File: src/rtl/gpio_evt_pkg.sv
package gpio_evt_pkg;
  localparam int unsigned NPIN = 16;
  localparam int unsigned DW   = 16;
  localparam int unsigned AW   = 3;
  localparam int unsigned SELW = $clog2(NPIN);
  localparam int unsigned CLK_EN_BIT = 5;

  typedef enum logic [AW-1:0] {
    A_IN   = 3'd0,
    A_OUT  = 3'd1,
    A_DIR  = 3'd2,
    A_CTRL = 3'd3,
    A_EVT  = 3'd4,
    A_ST   = 3'd5,
    A_MSK  = 3'd6
  } reg_addr_e;

  // event-mode layout: {pol, pin, en}
  typedef struct packed {
    logic            pol;
    logic [SELW-1:0] pin;
    logic            en;
  } evt_cfg_t;

  localparam int unsigned EVTW = $bits(evt_cfg_t);
endpackage

File: src/rtl/gpio_sync.sv
module gpio_sync #(
  parameter int unsigned W      = 16,
  parameter int unsigned STAGES = 2
) (
  input  logic         clk_i,
  input  logic         rst_ni,
  input  logic         en_i,
  input  logic [W-1:0] d_i,
  output logic [W-1:0] q_o
);
  logic [W-1:0] stg_q [STAGES];

  for (genvar s = 0; s < STAGES; s++) begin : g_stg
    always_ff @(posedge clk_i or negedge rst_ni) begin
      if (!rst_ni)   stg_q[s] <= '0;
      else if (en_i) stg_q[s] <= (s == 0) ? d_i : stg_q[(s == 0) ? 0 : s-1];
    end
  end

  assign q_o = stg_q[STAGES-1];


  hold_when_gated_chk: assert property (@(posedge clk_i) disable iff (!rst_ni)
    !en_i |=> $stable(q_o));
endmodule

File: src/rtl/gpio_edge_det.sv
module gpio_edge_det
  import gpio_evt_pkg::*;
#(
  parameter int unsigned W = NPIN
) (
  input  logic     clk_i,
  input  logic     rst_ni,
  input  logic     clk_en_i,
  input  evt_cfg_t cfg_i,
  input  logic [W-1:0] sync_i,
  output logic     evt_o
);
  // full previous vector so a change of pin index cannot fake an edge
  logic [W-1:0] prev_q;
  logic cur, prv;

  always_ff @(posedge clk_i or negedge rst_ni) begin
    if (!rst_ni)       prev_q <= '0;
    else if (clk_en_i) prev_q <= sync_i;
  end

  assign cur   = sync_i[cfg_i.pin];
  assign prv   = prev_q[cfg_i.pin];
  assign evt_o = clk_en_i && cfg_i.en && (cfg_i.pol ? (cur && !prv) : (!cur && prv));


  evt_needs_change_chk: assert property (@(posedge clk_i) disable iff (!rst_ni)
    evt_o |=> ($past(sync_i[cfg_i.pin]) != $past(prev_q[cfg_i.pin])) || !$stable(cfg_i.pin));
endmodule

File: src/rtl/gpio_irq_ctrl.sv
module gpio_irq_ctrl (
  input  logic       clk_i,
  input  logic       rst_ni,
  input  logic       kpd_i,
  input  logic       evt_i,
  input  logic       rd_clr_i,
  input  logic [1:0] msk_i,
  output logic [1:0] st_o,
  output logic       irq_o
);
  logic gpio_st_q;

  always_ff @(posedge clk_i or negedge rst_ni) begin
    if (!rst_ni)       gpio_st_q <= 1'b0;
    else if (evt_i)    gpio_st_q <= 1'b1;  // new event beats the clear
    else if (rd_clr_i) gpio_st_q <= 1'b0;
  end

  assign st_o  = {gpio_st_q, kpd_i};
  assign irq_o = |(st_o & ~msk_i);


  evt_sets_st_chk: assert property (@(posedge clk_i) disable iff (!rst_ni)
    evt_i |=> st_o[1]);

  rd_clears_st_chk: assert property (@(posedge clk_i) disable iff (!rst_ni)
    (rd_clr_i && !evt_i) |=> !st_o[1]);
endmodule

File: src/rtl/gpio_evt_port.sv
module gpio_evt_port
  import gpio_evt_pkg::*;
(
  input  logic          clk_i,
  input  logic          rst_ni,
  input  logic          bus_sel_i,
  input  logic          bus_we_i,
  input  logic [AW-1:0] bus_addr_i,
  input  logic [DW-1:0] bus_wdata_i,
  output logic [DW-1:0] bus_rdata_o,
  input  logic [NPIN-1:0] pad_in_i,
  output logic [NPIN-1:0] pad_out_o,
  output logic [NPIN-1:0] pad_oe_o,
  input  logic          kpd_req_i,
  output logic          irq_o
);
  logic [NPIN-1:0] out_q, dir_q, in_sync;
  logic            clk_en_q;
  evt_cfg_t        evt_q;
  logic [1:0]      msk_q, st;
  logic            wr, rd, evt;

  assign wr = bus_sel_i &&  bus_we_i;
  assign rd = bus_sel_i && !bus_we_i;

  always_ff @(posedge clk_i or negedge rst_ni) begin
    if (!rst_ni) begin
      out_q    <= '0;
      dir_q    <= '1;
      clk_en_q <= 1'b0;
      evt_q    <= '0;
      msk_q    <= 2'b11;
    end else if (wr) begin
      unique case (bus_addr_i)
        A_OUT:   out_q    <= bus_wdata_i[NPIN-1:0];
        A_DIR:   dir_q    <= bus_wdata_i[NPIN-1:0];
        A_CTRL:  clk_en_q <= bus_wdata_i[CLK_EN_BIT];
        A_EVT:   evt_q    <= evt_cfg_t'(bus_wdata_i[EVTW-1:0]);
        A_MSK:   msk_q    <= bus_wdata_i[1:0];
        default: ;
      endcase
    end
  end

  gpio_sync #(.W(NPIN), .STAGES(2)) u_sync (
    .clk_i, .rst_ni, .en_i(clk_en_q), .d_i(pad_in_i), .q_o(in_sync)
  );

  gpio_edge_det #(.W(NPIN)) u_edge (
    .clk_i, .rst_ni, .clk_en_i(clk_en_q), .cfg_i(evt_q), .sync_i(in_sync), .evt_o(evt)
  );

  gpio_irq_ctrl u_irq (
    .clk_i, .rst_ni, .kpd_i(kpd_req_i), .evt_i(evt),
    .rd_clr_i(rd && bus_addr_i == A_ST), .msk_i(msk_q), .st_o(st), .irq_o
  );

  always_comb begin
    bus_rdata_o = '0;
    if (rd) begin
      unique case (bus_addr_i)
        A_IN:    bus_rdata_o[NPIN-1:0] = in_sync;
        A_OUT:   bus_rdata_o[NPIN-1:0] = out_q;
        A_DIR:   bus_rdata_o[NPIN-1:0] = dir_q;
        A_CTRL:  bus_rdata_o[CLK_EN_BIT] = clk_en_q;
        A_EVT:   bus_rdata_o[EVTW-1:0] = evt_q;
        A_ST:    bus_rdata_o[1:0] = st;
        A_MSK:   bus_rdata_o[1:0] = msk_q;
        default: bus_rdata_o = '0;
      endcase
    end
  end

  assign pad_out_o = out_q;
  assign pad_oe_o  = ~dir_q;


  dir_write_chk: assert property (@(posedge clk_i) disable iff (!rst_ni)
    (wr && bus_addr_i == A_DIR) |=> pad_oe_o == ~$past(bus_wdata_i[NPIN-1:0]));

  out_write_chk: assert property (@(posedge clk_i) disable iff (!rst_ni)
    (wr && bus_addr_i == A_OUT) |=> pad_out_o == $past(bus_wdata_i[NPIN-1:0]));

  ro_write_chk: assert property (@(posedge clk_i) disable iff (!rst_ni)
    (wr && (bus_addr_i == A_IN || bus_addr_i == A_ST)) |=> $stable(pad_out_o) && $stable(pad_oe_o));
endmodule

File: config.mk
export PLATFORM = sky130hd
export DESIGN_NAME = gpio_evt_port
export DESIGN_NICKNAME = d
export VERILOG_FILES = /design/src/rtl/gpio_evt_pkg.sv /design/src/rtl/gpio_sync.sv /design/src/rtl/gpio_edge_det.sv /design/src/rtl/gpio_irq_ctrl.sv /design/src/rtl/gpio_evt_port.sv
export SDC_FILE = /design/constraint.sdc
export NUM_CORES = 1
export LEC_CHECK = 0
export ABC_AREA = 1
export BUFFER_PORTS_ARGS = -buffer_cell sky130_fd_sc_hd__buf_2
export CAP_MARGIN = 20
export CORE_ASPECT_RATIO = 0.75
export CORE_MARGIN = 2
export CORE_UTILIZATION = 56
export DETAILED_ROUTE_END_ITERATION = 10
export PLACE_DENSITY = 0.8
export SLEW_MARGIN = 20
export SYNTH_ARGS = -nofsm -noshare
export SYNTH_HDL_FRONTEND = slang
export SYNTH_HIERARCHICAL = 1
export SYNTH_SLANG_ARGS = --single-unit
export TNS_END_PERCENT = 5
File: constraint.sdc
create_clock -name clk_i -period 1.6 [get_ports clk_i]
set_input_delay 0.24 -clock clk_i [delete_from_list [all_inputs] [get_ports clk_i]]
set_output_delay 0.24 -clock clk_i [all_outputs]
set_load 0.1 [all_outputs]
==> impl_metrics.env <==
export IMPL_antenna_found_initial=0
export IMPL_ios=89
export IMPL_syn_nets=667
export IMPL_dpl_hpwl_um=7890
export IMPL_ys_types=31
export IMPL_tightest_slew_ps=597
export IMPL_grt_usage_pct=24.8
export IMPL_drc=0
export IMPL_clkTransAtPathRegs_ps=60
export IMPL_fill_cells=671
export IMPL_fin_util_pct=70.8
export IMPL_path_class="flip-flop to output pin"
export IMPL_fin_setup_tns_ps=-280
export IMPL_syn_area_per_cell_um2=7.83
export IMPL_hp_class="input port to flip-flop"
export IMPL_p_leak_nw=3.13
export IMPL_fp_dieArea_um2=9540
export IMPL_ant_nets=0
export IMPL_power_total_mw=9.54
export IMPL_crit_arrival_ps=1500
export IMPL_synth_seq_cells=90
export IMPL_cts_buffers=9
export IMPL_place_area_um2=5600
export IMPL_hold_viol_final=0
export IMPL_grt_max_degree=57
export IMPL_failed_checks="setup timing"
export IMPL_grt_first_pass_wirelength_um=19100
export IMPL_startpoint_type="flip-flop"
export IMPL_final_cell_count_no_fill=819
export IMPL_cts_tree="yes"
export IMPL_synth_cells=627
export IMPL_fmax_mhz=575
export IMPL_period_share_pct=109
export IMPL_status="finished with violations"
export IMPL_routed_via_count=4246
export IMPL_cp_data_required_time_ps=1360
export IMPL_r2r_slack_ps=50
export IMPL_end_kind="output pin"
export IMPL_numPortBuffers=88
export IMPL_routed_wl_um=11500
export IMPL_synth_yosys_seq_area_share_pct=46.3
export IMPL_grt_pass1_vias=4070
export IMPL_clock_latency_ps=330
export IMPL_globalplace_congestion=0.881
export IMPL_synth_warnings=6
export IMPL_drtIter0Drc=285
export IMPL_cts_sinks=90
export IMPL_vdd_drop_max_v=0.00103
export IMPL_skew_ps=4.95
export IMPL_fin_hold_ws_ps=102
export IMPL_multi_input_area_um2=1960
export IMPL_die_h_um=85.1
export IMPL_worst_slack_ps=-139
export IMPL_cts_max_level=3
export IMPL_fin_nets=746
export IMPL_dp_slack_ps=2.23
export IMPL_rows=29
export IMPL_drive_gt1_share_pct=35.9
export IMPL_start_util_pct=57.8
export IMPL_drv_slew=0
export IMPL_diodes=0
export IMPL_setup_violations_final=3
export IMPL_cts_path_max_buffers=2
export IMPL_routedWlPerCell_um=14.1
export IMPL_seq_area_um2=2300
export IMPL_path_max_fanout=4
export IMPL_power_density_nw_per_um2=1590
export IMPL_final_cell_area_um2=6010
export IMPL_max_cap_violations=0
export IMPL_slew_headroom_pct=60.2
export IMPL_viasPerCell=5.18
export IMPL_core_region_area_um2=8490
export IMPL_dpl_cell_count=797
export IMPL_die_w_um=112
export IMPL_firstDrtPassIters=5
export IMPL_cts_root_buf="clkbuf_16"
export IMPL_syn_cell_area_um2=4910
export IMPL_syn2layout_area_growth_pct=22.4
export IMPL_grt_overflow_total=0
export IMPL_timing_final_crit_period_ps=1740
export IMPL_grt_setup_unrepaired="yes"
==> area by class of cell <==
class	instances	area share, %
Multi-Input combinational cell	402	32.6
Clock inverter	5	1.04
Timing Repair Buffer	114	15.9
Tap cell	108	2.25
Inverter	89	5.97
Sequential cell	90	38.3
Clock buffer	11	4.04
==> cells in the mapped netlist (all sizes together) <==
cell type | count | area [um2]
nor3 | 1 | 16.3
nand2 | 262 | 1060
inv | 89 | 354
nand4 | 6 | 37.5
nor4 | 1 | 6.26
a21oi | 9 | 45.0
buf | 39 | 353
clkbuf | 7 | 60.1
a31oi | 1 | 6.26
o21ai | 52 | 343
nand3 | 40 | 200
dfstp | 18 | 473
dfrtp | 72 | 1800
o211ai | 4 | 30.0
nor2 | 26 | 124
==> per-layer routing <==
layer	up-vias	track usage, %	part of all wire (%)
li1	2049	-	-
met1	1994	32.7	42
met2	188	41.6	49
met3	15	5.43	7.5
met4	0	7.21	1.2
met5	-	0	0
==> registers in the layout, indices dropped and copies added (netlist names) <==
name and cells:
u_sync/q_o 16, u_irq/gpio_st_q 1, u_sync/stg_q 16, u_edge/prev_q 16, pad_out_o 16, msk_q 2, dir_q 16, clk_en_q 1
evt_q 6
==> logic make-up (layout without fill, tap and decap cells) <==
logic type / count (synthesis) / after routing / share of synthesized area [%]
buf+inv: 135 / 219 / 15.6
flops: 90 / 90 / 46.3
simple gates: 336 / 336 / 29.4
compound gates: 66 / 66 / 8.64
==> final timing paths <==
check,cells past startpoint,end,from
setup / recovery,5,bus_rdata_o[1],u_sync/q_o[1]
hold / removal,3,u_sync/stg_q[28],pad_in_i[12]
setup reg to reg,13,u_irq/gpio_st_q,evt_q[1]
hold reg to reg,2,u_sync/q_o[10],u_sync/stg_q[26]
max in group asynchronous,3,dir_q[0],rst_ni
min in group asynchronous,2,u_sync/stg_q[28],rst_ni
==> worst max-delay path, stage by stage (launching register included) <==
cell	delay, ps
dfrtp_2	410
nand3_1	110
o21ai_0	130
inv_1	120
a21oi_4	190
buf_12	200
==> power breakdown <==
part           internal [mW]  switching (mW)
clock                   1.26           0.864
combinational          0.972            2.75
sequential              3.08           0.615
total                   5.31            4.23
==> timing repair <==
item                                    CTS  global route
hold buffers                              1             0
pin swaps                                13             7
gates resized for setup                   8            26
buffers inserted                          4             1
endpoints found under the setup margin    4            18
endpoints found under the hold margin    12             0
==> placed cells by master, fill, tap and decap left out, types with 14 or more instances in the layout <==
cell type	Yosys	layout
buf_12	1	21
buf_2	2	68
buf_4	22	22
dfrtp_1	72	52
dfrtp_2	0	20
dfstp_2	18	18
inv_1	81	70
inv_2	4	14
nand2_1	237	231
nand2_2	22	28
nand3_1	40	39
o21ai_1	17	17
o21ai_2	22	22
No activity file was read; power rests on OpenSTA's default activity.
